`src/rtl/irq_entry_pkg.sv`:
```
package irq_entry_pkg;
  typedef enum logic [2:0] {
    ST_IDLE,
    ST_PUSH_PC,
    ST_PUSH_PSW,
    ST_COMMIT,
    ST_RESET
  } seq_state_e;

  typedef enum logic {
    KIND_NMI,
    KIND_LEVEL
  } entry_kind_e;
endpackage

```
`src/rtl/irq_entry_capture.sv`:
```
module irq_entry_capture (
  input  logic clk,
  input  logic rst_n,
  input  logic nmi_i,
  input  logic rst_req_i,
  input  logic nmi_clr_i,
  input  logic rst_clr_i,
  output logic nmi_pend_o,
  output logic rst_pend_o
);
  logic nmi_q, rreq_q;
  logic nmi_rise, rreq_rise;

  assign nmi_rise  = nmi_i & ~nmi_q;
  assign rreq_rise = rst_req_i & ~rreq_q;

  // a new edge in the same cycle as a clear wins, so no pulse is lost
  always_ff @(posedge clk or negedge rst_n) begin
    if (!rst_n) begin
      nmi_q      <= 1'b0;
      rreq_q     <= 1'b0;
      nmi_pend_o <= 1'b0;
      rst_pend_o <= 1'b0;
    end else begin
      nmi_q      <= nmi_i;
      rreq_q     <= rst_req_i;
      nmi_pend_o <= (nmi_pend_o & ~nmi_clr_i) | nmi_rise;
      rst_pend_o <= (rst_pend_o & ~rst_clr_i) | rreq_rise;
    end
  end

  // a rising edge always leaves the flag set in the next cycle
  p_nmi_edge_kept_r10: assert property (@(posedge clk) disable iff (!rst_n)
    nmi_rise |=> nmi_pend_o);
endmodule

```
`src/rtl/irq_entry_regs.sv`:
```
module irq_entry_regs #(
  parameter int unsigned ADDR_W     = 7,
  parameter int unsigned DATA_W     = 16,
  parameter int unsigned NUM_VEC    = 7,
  parameter int unsigned VEC_STRIDE = 4,
  parameter int unsigned MEMCTL_OFS = 32,
  parameter int unsigned MODE_OFS   = 64,
  parameter logic [DATA_W-1:0] MEMCTL_VAL = 16'h0A5C,
  parameter logic [DATA_W-1:0] MODE_VAL   = 16'h0003
) (
  input  logic                            clk,
  input  logic                            rst_n,
  input  logic                            bus_req_i,
  input  logic                            bus_we_i,
  input  logic [ADDR_W-1:0]               bus_addr_i,
  input  logic [2:0]                      bus_bytes_i,
  input  logic [DATA_W-1:0]               bus_wdata_i,
  output logic                            bus_rvalid_o,
  output logic [DATA_W-1:0]               bus_rdata_o,
  output logic                            bus_err_o,
  output logic [NUM_VEC-1:0][DATA_W-1:0]  vec_o
);
  localparam logic [2:0] GOOD_BYTES = 3'd2;

  logic [DATA_W-1:0]  vec_q [NUM_VEC];
  logic [NUM_VEC-1:0] hit;
  logic               hit_mc, hit_md;
  logic               wr_ok, wr_bad, rd_req;
  logic [DATA_W-1:0]  rd_d;

  assign hit_mc = (bus_addr_i == ADDR_W'(MEMCTL_OFS));
  assign hit_md = (bus_addr_i == ADDR_W'(MODE_OFS));
  assign wr_ok  = bus_req_i & bus_we_i & (bus_bytes_i == GOOD_BYTES);
  assign wr_bad = bus_req_i & bus_we_i & (bus_bytes_i != GOOD_BYTES);
  assign rd_req = bus_req_i & ~bus_we_i;

  for (genvar i = 0; i < NUM_VEC; i++) begin : g_vec
    assign hit[i] = (bus_addr_i == ADDR_W'(i * VEC_STRIDE));
    always_ff @(posedge clk or negedge rst_n) begin
      if (!rst_n)
        vec_q[i] <= '0;
      else if (wr_ok && hit[i])
        vec_q[i] <= bus_wdata_i;
    end
    assign vec_o[i] = vec_q[i];
  end

  always_comb begin
    rd_d = '0;
    for (int k = 0; k < NUM_VEC; k++)
      if (hit[k]) rd_d = vec_q[k];
    if (hit_mc) rd_d = MEMCTL_VAL;
    if (hit_md) rd_d = MODE_VAL;
  end

  always_ff @(posedge clk or negedge rst_n) begin
    if (!rst_n) begin
      bus_rvalid_o <= 1'b0;
      bus_rdata_o  <= '0;
      bus_err_o    <= 1'b0;
    end else begin
      bus_rvalid_o <= rd_req;
      bus_rdata_o  <= rd_req ? rd_d : '0;
      bus_err_o    <= wr_bad;
    end
  end

  // a bad-size write leaves every offset register untouched
  p_bad_size_dropped_r4: assert property (@(posedge clk) disable iff (!rst_n)
    wr_bad |=> $stable(vec_o));
  // the error flag follows only a write request
  p_err_from_write_r4: assert property (@(posedge clk) disable iff (!rst_n)
    bus_err_o |-> $past(bus_req_i & bus_we_i));
  // writes to the constant offsets do not touch the offset registers
  p_const_write_dropped_r3: assert property (@(posedge clk) disable iff (!rst_n)
    (bus_req_i && bus_we_i && (hit_mc || hit_md)) |=> $stable(vec_o));
endmodule

```
`src/rtl/irq_entry_seq.sv`:
```
module irq_entry_seq
  import irq_entry_pkg::*;
#(
  parameter int unsigned DATA_W  = 16,
  parameter int unsigned PC_W    = 32,
  parameter int unsigned LVL_W   = 3,
  parameter int unsigned NUM_VEC = 7,
  parameter int unsigned IE_BIT  = 11,
  parameter int unsigned LM_LSB  = 8,
  parameter logic [PC_W-1:0] NMI_ENTRY = 32'h4000_0008,
  parameter logic [PC_W-1:0] VEC_BASE  = 32'h4000_0000
) (
  input  logic                            clk,
  input  logic                            rst_n,
  input  logic                            nmi_pend_i,
  input  logic                            rst_pend_i,
  input  logic [LVL_W-1:0]                level_i,
  input  logic [PC_W-1:0]                 pc_i,
  input  logic [DATA_W-1:0]               psw_i,
  input  logic [PC_W-1:0]                 sp_i,
  input  logic [NUM_VEC-1:0][DATA_W-1:0]  vec_i,
  input  logic                            stk_ready_i,
  output logic                            nmi_clr_o,
  output logic                            rst_clr_o,
  output logic                            stk_valid_o,
  output logic [PC_W-1:0]                 stk_addr_o,
  output logic [PC_W-1:0]                 stk_data_o,
  output logic                            stk_half_o,
  output logic                            commit_o,
  output logic [PC_W-1:0]                 new_pc_o,
  output logic [DATA_W-1:0]               new_psw_o,
  output logic [PC_W-1:0]                 new_sp_o,
  output logic                            ack_valid_o,
  output logic [LVL_W-1:0]                ack_level_o,
  output logic                            core_reset_o,
  output logic                            busy_o
);
  localparam logic [LVL_W-1:0]  LVL_NONE = '1;
  localparam logic [DATA_W-1:0] IE_MASK  = DATA_W'(1) << IE_BIT;
  localparam logic [DATA_W-1:0] LM_MASK  = DATA_W'((1 << LVL_W) - 1) << LM_LSB;
  localparam logic [PC_W-1:0]   RET_OFS  = PC_W'(4);
  localparam logic [PC_W-1:0]   FRAME    = PC_W'(8);

  seq_state_e        state_q, state_d;
  entry_kind_e       kind_q, kind_d;
  logic [LVL_W-1:0]  lvl_q, lvl_d;
  logic [PC_W-1:0]   pc_q, sp_q;
  logic [DATA_W-1:0] psw_q;
  logic              snap;
  logic              level_ok;
  logic [DATA_W-1:0] vec_sel;

  assign level_ok = psw_i[IE_BIT] && (level_i < psw_i[LM_LSB +: LVL_W]);

  always_comb begin
    state_d   = state_q;
    kind_d    = kind_q;
    lvl_d     = lvl_q;
    snap      = 1'b0;
    nmi_clr_o = 1'b0;
    rst_clr_o = 1'b0;
    unique case (state_q)
      ST_IDLE: begin
        if (rst_pend_i) begin
          rst_clr_o = 1'b1;
          nmi_clr_o = 1'b1;
          state_d   = ST_RESET;
        end else if (nmi_pend_i) begin
          nmi_clr_o = 1'b1;
          kind_d    = KIND_NMI;
          snap      = 1'b1;
          state_d   = ST_PUSH_PC;
        end else if (level_ok) begin
          kind_d    = KIND_LEVEL;
          lvl_d     = level_i;
          snap      = 1'b1;
          state_d   = ST_PUSH_PC;
        end
      end
      ST_PUSH_PC:  if (stk_ready_i) state_d = ST_PUSH_PSW;
      ST_PUSH_PSW: if (stk_ready_i) state_d = ST_COMMIT;
      ST_COMMIT:   state_d = ST_IDLE;
      ST_RESET:    state_d = ST_IDLE;
      default:     state_d = ST_IDLE;
    endcase
  end

  always_ff @(posedge clk or negedge rst_n) begin
    if (!rst_n) begin
      state_q <= ST_IDLE;
      kind_q  <= KIND_NMI;
      lvl_q   <= LVL_NONE;
      pc_q    <= '0;
      sp_q    <= '0;
      psw_q   <= '0;
    end else begin
      state_q <= state_d;
      kind_q  <= kind_d;
      lvl_q   <= lvl_d;
      if (snap) begin
        pc_q  <= pc_i;
        sp_q  <= sp_i;
        psw_q <= psw_i;
      end
    end
  end

  always_comb begin
    vec_sel = '0;
    for (int k = 0; k < NUM_VEC; k++)
      if (lvl_q == LVL_W'(k)) vec_sel = vec_i[k];
  end

  assign stk_valid_o  = (state_q == ST_PUSH_PC) || (state_q == ST_PUSH_PSW);
  assign stk_half_o   = (state_q == ST_PUSH_PSW);
  assign stk_addr_o   = stk_half_o ? (sp_q - FRAME) : (sp_q - RET_OFS);
  assign stk_data_o   = stk_half_o ? PC_W'(psw_q) : pc_q;
  assign commit_o     = (state_q == ST_COMMIT);
  assign core_reset_o = (state_q == ST_RESET);
  assign busy_o       = (state_q != ST_IDLE);
  assign new_sp_o     = sp_q - FRAME;
  assign new_pc_o     = (kind_q == KIND_NMI) ? NMI_ENTRY : (VEC_BASE + PC_W'(vec_sel));
  assign new_psw_o    = (kind_q == KIND_NMI) ? (psw_q & ~IE_MASK)
                      : ((psw_q & ~(IE_MASK | LM_MASK)) | (DATA_W'(lvl_q) << LM_LSB));
  assign ack_valid_o  = commit_o && (kind_q == KIND_LEVEL);
  assign ack_level_o  = lvl_q;

  // back-pressure keeps the request unchanged
  p_stk_hold_r11: assert property (@(posedge clk) disable iff (!rst_n)
    (stk_valid_o && !stk_ready_i) |=> (stk_valid_o && $stable(stk_addr_o)
                                       && $stable(stk_data_o) && $stable(stk_half_o)));
  // the commit follows the accepted PSW write
  p_commit_after_psw_r11: assert property (@(posedge clk) disable iff (!rst_n)
    $rose(commit_o) |-> $past(stk_valid_o && stk_half_o && stk_ready_i));
  // reset pulse, stack request and commit never overlap
  p_exclusive_r5: assert property (@(posedge clk) disable iff (!rst_n)
    $onehot0({stk_valid_o, commit_o, core_reset_o}));
  // every entry leaves interrupts disabled
  p_ie_cleared_r6: assert property (@(posedge clk) disable iff (!rst_n)
    commit_o |-> !new_psw_o[IE_BIT]);
  // acknowledge only with a commit and never for the idle level
  p_ack_in_commit_r8: assert property (@(posedge clk) disable iff (!rst_n)
    ack_valid_o |-> (commit_o && ack_level_o != LVL_NONE));
  // the core reset is a single-cycle pulse
  p_reset_pulse_r12: assert property (@(posedge clk) disable iff (!rst_n)
    core_reset_o |=> !core_reset_o);
endmodule

```
`src/rtl/irq_entry_unit.sv`:
```
module irq_entry_unit #(
  parameter int unsigned ADDR_W = 7,
  parameter int unsigned DATA_W = 16,
  parameter int unsigned PC_W   = 32,
  parameter int unsigned LVL_W  = 3,
  parameter int unsigned IE_BIT = 11,
  parameter int unsigned LM_LSB = 8,
  parameter logic [PC_W-1:0]   NMI_ENTRY  = 32'h4000_0008,
  parameter logic [PC_W-1:0]   VEC_BASE   = 32'h4000_0000,
  parameter logic [DATA_W-1:0] MEMCTL_VAL = 16'h0A5C,
  parameter logic [DATA_W-1:0] MODE_VAL   = 16'h0003
) (
  input  logic              clk,
  input  logic              rst_n,
  input  logic              rst_req_i,
  input  logic              nmi_i,
  input  logic [LVL_W-1:0]  level_i,
  input  logic [PC_W-1:0]   pc_i,
  input  logic [DATA_W-1:0] psw_i,
  input  logic [PC_W-1:0]   sp_i,
  output logic              stk_valid_o,
  input  logic              stk_ready_i,
  output logic [PC_W-1:0]   stk_addr_o,
  output logic [PC_W-1:0]   stk_data_o,
  output logic              stk_half_o,
  output logic              commit_o,
  output logic [PC_W-1:0]   new_pc_o,
  output logic [DATA_W-1:0] new_psw_o,
  output logic [PC_W-1:0]   new_sp_o,
  output logic              ack_valid_o,
  output logic [LVL_W-1:0]  ack_level_o,
  output logic              core_reset_o,
  output logic              busy_o,
  input  logic              bus_req_i,
  input  logic              bus_we_i,
  input  logic [ADDR_W-1:0] bus_addr_i,
  input  logic [2:0]        bus_bytes_i,
  input  logic [DATA_W-1:0] bus_wdata_i,
  output logic              bus_rvalid_o,
  output logic [DATA_W-1:0] bus_rdata_o,
  output logic              bus_err_o
);
  localparam int unsigned NUM_VEC = (1 << LVL_W) - 1;

  logic nmi_pend, rst_pend, nmi_clr, rst_clr;
  logic [NUM_VEC-1:0][DATA_W-1:0] vec;

  irq_entry_capture u_capture (
    .clk        (clk),
    .rst_n      (rst_n),
    .nmi_i      (nmi_i),
    .rst_req_i  (rst_req_i),
    .nmi_clr_i  (nmi_clr),
    .rst_clr_i  (rst_clr),
    .nmi_pend_o (nmi_pend),
    .rst_pend_o (rst_pend)
  );

  irq_entry_regs #(
    .ADDR_W     (ADDR_W),
    .DATA_W     (DATA_W),
    .NUM_VEC    (NUM_VEC),
    .MEMCTL_VAL (MEMCTL_VAL),
    .MODE_VAL   (MODE_VAL)
  ) u_regs (
    .clk          (clk),
    .rst_n        (rst_n),
    .bus_req_i    (bus_req_i),
    .bus_we_i     (bus_we_i),
    .bus_addr_i   (bus_addr_i),
    .bus_bytes_i  (bus_bytes_i),
    .bus_wdata_i  (bus_wdata_i),
    .bus_rvalid_o (bus_rvalid_o),
    .bus_rdata_o  (bus_rdata_o),
    .bus_err_o    (bus_err_o),
    .vec_o        (vec)
  );

  irq_entry_seq #(
    .DATA_W    (DATA_W),
    .PC_W      (PC_W),
    .LVL_W     (LVL_W),
    .NUM_VEC   (NUM_VEC),
    .IE_BIT    (IE_BIT),
    .LM_LSB    (LM_LSB),
    .NMI_ENTRY (NMI_ENTRY),
    .VEC_BASE  (VEC_BASE)
  ) u_seq (
    .clk          (clk),
    .rst_n        (rst_n),
    .nmi_pend_i   (nmi_pend),
    .rst_pend_i   (rst_pend),
    .level_i      (level_i),
    .pc_i         (pc_i),
    .psw_i        (psw_i),
    .sp_i         (sp_i),
    .vec_i        (vec),
    .stk_ready_i  (stk_ready_i),
    .nmi_clr_o    (nmi_clr),
    .rst_clr_o    (rst_clr),
    .stk_valid_o  (stk_valid_o),
    .stk_addr_o   (stk_addr_o),
    .stk_data_o   (stk_data_o),
    .stk_half_o   (stk_half_o),
    .commit_o     (commit_o),
    .new_pc_o     (new_pc_o),
    .new_psw_o    (new_psw_o),
    .new_sp_o     (new_sp_o),
    .ack_valid_o  (ack_valid_o),
    .ack_level_o  (ack_level_o),
    .core_reset_o (core_reset_o),
    .busy_o       (busy_o)
  );
endmodule

```
`config.mk`:
```
export PLATFORM = sky130hd
export DESIGN_NAME = irq_entry_unit
export DESIGN_NICKNAME = d
export VERILOG_FILES = /design/src/rtl/irq_entry_pkg.sv /design/src/rtl/irq_entry_capture.sv /design/src/rtl/irq_entry_regs.sv /design/src/rtl/irq_entry_seq.sv /design/src/rtl/irq_entry_unit.sv
export SDC_FILE = /design/constraint.sdc
export NUM_CORES = 1
export LEC_CHECK = 0
export BUFFER_PORTS_ARGS = -buffer_cell sky130_fd_sc_hd__buf_4
export CAP_MARGIN = 20
export CELL_PAD_IN_SITES_DETAIL_PLACEMENT = 0
export CELL_PAD_IN_SITES_GLOBAL_PLACEMENT = 1
export CORE_MARGIN = 3
export CORE_UTILIZATION = 38
export DETAILED_ROUTE_END_ITERATION = 7
export PLACE_DENSITY_LB_ADDON = 0.1
export REMOVE_ABC_BUFFERS = 1
export SKIP_LAST_GASP = 1
export SYNTH_ARGS = -nofsm -noshare
export SYNTH_HDL_FRONTEND = slang
export SYNTH_SLANG_ARGS = --single-unit
```
`constraint.sdc`:
```
create_clock -name clk -period 2.3 [get_ports clk]
set_input_delay 0.345 -clock clk [delete_from_list [all_inputs] [get_ports clk]]
set_output_delay 0.345 -clock clk [all_outputs]
set_load 0.03 [all_outputs]
```
* Word-level counts from Yosys, hierarchy flattened
Index checks and enable logic that the tools add are counted.
Storage, ports and cells: bits of input ports 116, register bits 221, word-level logic and storage cells 121, output and inout port bits 171
Operators by class: reductions and logical operators 18, add/subtract/negate cells 3, order comparisons 1, bitwise gates (word level) 18, muxes and demuxes 38, eq/ne operators 23
Operators by type and width (number):
- 2-to-1 mux 16 bit | 18
- 2-to-1 mux 32 bit | 3
- adder 31 x 16 -> 32 bit (first input constant) | 1
- subtractor 32 x 3 -> 32 bit (second input constant) | 1
- subtractor 32 x 4 -> 32 bit (second input constant) | 1
- == test 7 x 5 -> 1 bit (second input constant) | 3
- OR 16 x 11 -> 16 bit | 1
- == test 3 x 2 -> 1 bit (second input constant) | 5
- 2-to-1 mux 3 bit | 5
- == test 7 x 4 -> 1 bit (second input constant) | 2
- == test 3 bit (second input constant) | 4
- 2-to-1 mux 1 bit | 11
- logical AND 1 bit | 9
- case mux 3 bit (3 select lines) | 1
- AND 1 bit | 8
- == test 7 x 3 -> 1 bit (second input constant) | 1
- == test 7 x 6 -> 1 bit (second input constant) | 1
- == test 7 bit (second input constant) | 1
- zero test 7 bit | 1
- NOT 1 bit | 7
- == test 3 x 1 -> 1 bit (second input constant) | 2
- zero test 3 bit | 2
- AND reduction 3 bit | 2
- inequality test 2 bit (second input constant) | 2
- other kinds (8) | 9

* Logic depth before layout (Yosys ltp)
word-level depth 11, mapped depth 8, gate-level depth less buffers 7

* By module
Synthesis repeated with hierarchy kept, for this count alone.
Unflattened totals: cell total of the unflattened synthesis 1497, area total of the unflattened synthesis 14229.9 um^2
Modules (own cells, without submodules):
- irq_entry_seq | instances 1, cells an instance 1016, area an instance 7973.9 um^2, sequential area each 2180.8 um^2
- irq_entry_regs | instances 1, cells an instance 471, area an instance 6115.9 um^2, sequential area each 3253.1 um^2
- irq_entry_capture | instances 1, cells an instance 10, area an instance 140.1 um^2, sequential area each 100.1 um^2

* Worst setup path after synthesis
OpenSTA, ideal clock, no wires.
kind reg2out, start register u_seq.sp_q[3], end output stk_addr_o[29], buffers on the path 0, data arrival time 2.671 ns, setup slack -0.716 ns, stages on the path, launching flop included 8, required time 1.955 ns, path through dfrtp_1 -> inv_1 -> ha_1 -> or4b_4 -> nor3_2 -> nand3_1 -> nor4_2 -> xor2_1
Between the ends: cells in the longest elaborated chain, start to end 2, elaborated cells on any way between the ends 3, those cells by class 2 x add/sub; 1 x mux
Ends and longest elaborated chain:
- start, declared | line irq_entry_seq.sv:47 | logic [PC_W-1:0] pc_q, sp_q;
- start signal, assigned | line irq_entry_seq.sv:102 | sp_q <= sp_i;
- subtractor 32 x 3 -> 32 bit / subtractor 32 x 4 -> 32 bit (equally long branches) | line irq_entry_seq.sv:116 | assign stk_addr_o = stk_half_o ? (sp_q - FRAME) : (sp_q - RET_OFS);
- 2-to-1 mux 32 bit * | line irq_entry_seq.sv:116
- end, declared | line irq_entry_unit.sv:23 | output logic [PC_W-1:0] stk_addr_o,
Every way passes the cells marked *; elsewhere a longest branch is shown, timed or not.

* Final worst setup path
start register u_seq.sp_q[4], end output stk_addr_o[19]
Same word-level chain as after synthesis.

==> summary.md <==
| Metric | Value |
|---|---|
| ANT nets after route | 0 |
| Die Outline Area | 33600 um2 |
| Power per cell area | 1280 nW/um2 |
| Overall die height | 183 um |
| Count of pins on the block boundary | 287 |
| Synthesized area | 11900 um2 |
| Routed wire length on met2 | 19.6 mm |
| Total routed wirelength | 40.0 mm |
| Minimum clock period | 2.97 ns |
| Number of instances in the synthesized netlist | 1068 |
| Kind of launch point of the worst setup path | flop |
| Clock buffer depth | 3 |
| Number of hold violations in the final report | 0 |
| Layout cells sized above 1 | 0.551 |
| Register bit count reported by yosys | 221 |
| Failing checks | setup timing |
| Max Freq | 0.337 GHz |
| Clock-pin slew of the registers on the worst-case setup and hold paths | 0.06 ns |
| Diode count | 0 |
| Placement-stage worst setup slack | -0.318 ns |
| Maximum fanout along the worst path | 4 |
| Met3 routed WL | 2.16 mm |
| Clock latency reported for the late side of the worst-skew pair | 0.55 ns |
| Number of CTS-inserted buffers | 27 |
| Syn-to-layout area delta | 49.6% |
| Met1 routed wirelength after detailed routing | 17.3 mm |
| Total congestion overflow | 0 |
| Leading register cell type out of synthesis | sky130_fd_sc_hd__dfrtp_1 |
| Type of element capturing the critical path | primary output |
| Sum of negative setup slack | -32.87 ns |
| Total power after layout | 22900 uW |
| Highest routed layer | met4 |
| Clock net sink count | 221 |
| Worst R2R Path Depth | 6 |
| Via density per instance | 5.28 |
| CTS tree | done |
| Static leakage | 0.00862 uW |
| Setup-failing EPs final | 102 |
| Post-detailed-route DRC marker count | 0 |
| Number of antenna violations at the first check in global routing | 0 |
| DRC violation total after the first TritonRoute iteration | 557 |
| Classification of the worst setup path | reg -> out |
| Post-detailed-route wirelength per cell | 21.3 um |
| Worst-case setup margin in the final layout | -0.669 ns |
| Launch instance of the worst register-to-register path | u_seq.state_q[2]$_DFFE_PN0P_ |
| Detailed-route via count | 9898 |
| CTS root buffer | sky130_fd_sc_hd__clkbuf_16 |
| Global-route wire length before repair | 60.7 mm |
| Cell types with the largest area share after synthesis | sky130_fd_sc_hd__dfrtp_1 (46%), sky130_fd_sc_hd__mux2_2 (18%), sky130_fd_sc_hd__xor2_1 (2.9%) |
| Required time reported for the critical path endpoint | 1.96 ns |
| Tot GR Track Use | 0.231 |
| Async set-reset flop share out of synthesis | 1.00 |
| HPWL after detailed placement | 27.0 mm |
| Effective utilization at floorplan | 0.388 |
| Max-cap viol count | 0 |
| Worst min-delay path class | in -> reg |
| Final clock skew | 0.0213 ns |
| Vias in the first global route | 10372 |
| Number of port buffers | 269 |
| Launch point of the worst path | u_seq.sp_q[4]$_DFFE_PN0P_ |
| # fillers | 2614 |
| Final nets | 1580 |
| Worst reg2reg endpoint | u_seq.sp_q[16]$_DFFE_PN0P_ |
| Final Slew Violations | 0 |
| Mean cell area of the mapped netlist | 11.2 um2 |
| Maximum level of the CTS H-tree | 1 |
| Most common cell after layout, fill and taps aside | sky130_fd_sc_hd__buf_4 |
| Pin count of the biggest net entering global routing | 58 |
| Post-synth top area share | 0.457 |
| Top library cells by usage in the layout, fill and taps aside | sky130_fd_sc_hd__buf_4 (332), sky130_fd_sc_hd__dfrtp_1 (217), sky130_fd_sc_hd__mux2_2 (177), sky130_fd_sc_hd__buf_6 (77), sky130_fd_sc_hd__nor2_1 (68) |
| Initial DRT Pass Iterations | 5 |
| Most area-hungry cell type in the Yosys netlist | sky130_fd_sc_hd__dfrtp_1 |
| Routability-driven placement congestion ratio | 0.828 |
| Post-synthesis cell type count | 66 |
| Data arrival time of the worst path | 2.62 ns |
| Worst supply voltage drop on vdd | 0.00109 V |
| FF-to-FF setup slack | 0.22 ns |
| Total number of placement rows | 64 |
| CP endpoint | stk_addr_o[19] |
| Fraction of the yosys area taken by sequential cells | 0.464 |
| RSZ-0062 raised after global routing | true |
| Crit share post-route | 1.29 |
| Die width | 183 um |
| Ys Warns | 0 |
| Area inside the core boundary | 30700 um2 |
| Number of flops mapped to enable cells by yosys | 0 |
| Result of the run | finished, violations left |
## power by group
group          internal, uW  switching [uW]  total, uW
logic                  6060            7120      13200
clock network          2600            1680       4270
registers              4750             695       5450
## synth_stat cells (7+ instances only)
| cell | count |
|---|---|
| sky130_fd_sc_hd__dfrtp_1 | 218 |
| sky130_fd_sc_hd__mux2_2 | 191 |
| sky130_fd_sc_hd__nor2_1 | 85 |
| sky130_fd_sc_hd__nand2_1 | 62 |
| sky130_fd_sc_hd__clkbuf_1 | 44 |
| sky130_fd_sc_hd__buf_4 | 40 |
| sky130_fd_sc_hd__xor2_1 | 40 |
| sky130_fd_sc_hd__a21oi_1 | 32 |
| sky130_fd_sc_hd__nor3_1 | 28 |
| sky130_fd_sc_hd__nor2b_1 | 25 |
| sky130_fd_sc_hd__o21ai_0 | 22 |
| sky130_fd_sc_hd__mux2i_1 | 19 |
| sky130_fd_sc_hd__buf_2 | 17 |
| sky130_fd_sc_hd__xnor2_1 | 17 |
| sky130_fd_sc_hd__a22o_1 | 16 |
| sky130_fd_sc_hd__a22oi_1 | 16 |
| sky130_fd_sc_hd__inv_1 | 16 |
| sky130_fd_sc_hd__o221ai_1 | 16 |
| sky130_fd_sc_hd__o211a_1 | 15 |
| sky130_fd_sc_hd__mux2_1 | 14 |
| sky130_fd_sc_hd__nand3_1 | 11 |
| sky130_fd_sc_hd__mux2_4 | 10 |
| sky130_fd_sc_hd__o31ai_1 | 9 |
| sky130_fd_sc_hd__a211oi_1 | 7 |
## area by class of cell
class                      instances  area (um2)  area share
multi-input combinational        740        6710       0.376
sequential                       221        5540       0.310
tap                              396         495      0.0277
inverter                          16        60.1     0.00336
clock buffer                      43         796      0.0446
timing repair buffer             453        4160       0.233
clock inverter                     7         103     0.00575
## metrics by stage
step                cells  utilization  cell area (um2)  hold slack [ns]
floorplan             977            -            11400           0.0494
global placement     1758        0.486            14900            0.294
detailed placement   1758        0.486            14900            0.293
CTS                  1867        0.567            17400        0.0000951
global route         1876        0.581            17900          0.00566
finish               1876        0.581            17900           0.0209
## sequential cells by signal (all words and copies together) (netlist names)
name                  cells
u_regs.bus_err_o          1
u_capture.nmi_q           1
u_seq.state_q             3
u_seq.ack_level_o         3
u_seq.psw_q              16
u_seq.sp_q               32
u_seq.pc_q               32
u_capture.rst_pend_o      1
u_capture.rreq_q          1
u_regs.vec_o            112
u_capture.nmi_pend_o      1
u_regs.bus_rdata_o       16
u_regs.bus_rvalid_o       1
u_seq.kind_q              1
## worst max-delay path, cell delays in order (launching register included)
cell	delay [ns]
sky130_fd_sc_hd__dfrtp_1	0.38
sky130_fd_sc_hd__inv_2	0.08
sky130_fd_sc_hd__ha_4	0.13
sky130_fd_sc_hd__or4b_4	0.49
sky130_fd_sc_hd__nor3_4	0.27
sky130_fd_sc_hd__nand2_2	0.16
sky130_fd_sc_hd__nor4_2	0.21
sky130_fd_sc_hd__xor2_1	0.17
sky130_fd_sc_hd__buf_4	0.17
## worst min path at each step
| stage | startpoint | endpoint | slack [ns] | depth (start not counted) |
|---|---|---|---|---|
| final | psw_i[3] | u_seq.psw_q[3]$_DFFE_PN0P_ | 0.02 | 2 |
| after floorplan | rst_n | u_capture.nmi_pend_o$_DFF_PN0_ | 0.05 | 0 |
| after detailed placement | rst_n | u_seq.sp_q[18]$_DFFE_PN0P_ | 0.29 | 1 |
| after CTS | psw_i[3] | u_seq.psw_q[3]$_DFFE_PN0P_ | 0.0001 | 2 |
| after global routing | psw_i[6] | u_seq.psw_q[6]$_DFFE_PN0P_ | 0.006 | 2 |
| after global placement | rst_n | u_seq.sp_q[18]$_DFFE_PN0P_ | 0.29 | 1 |
## what timing repair did
action | 4_1_cts | 5_1_grt
resized for setup | 221 | 75
endpoints found under the setup margin | 106 | 104
hold buffers | 11 | 0
hold endpoints to repair | 55 | 0
gates cloned | 6 | 1
setup buffers | 45 | 18
pin swaps | 53 | 39
## logic make-up (layout without fill, tap and decap cells)
| group | count (synthesis) | count (layout) | share of synthesized area |
|---|---|---|---|
| simple gates | 260 | 260 | 0.108 |
| mux | 237 | 237 | 0.228 |
| flops | 221 | 221 | 0.464 |
| compound gates | 164 | 164 | 0.0993 |
| buf+inv | 122 | 519 | 0.0534 |
| xor+xnor | 57 | 57 | 0.0418 |
| fa+ha+maj | 5 | 5 | 0.00524 |
| other cells | 2 | 17 | 0.000629 |
## per-layer routing
layer / up-vias / track usage
met2: 314 / 0.392
li1: 4569 / -
met4: 0 / 0.0548
met3: 54 / 0.0373
met5: - / 0
met1: 4961 / 0.313
Note: power is estimated with default switching activity, not from simulation.
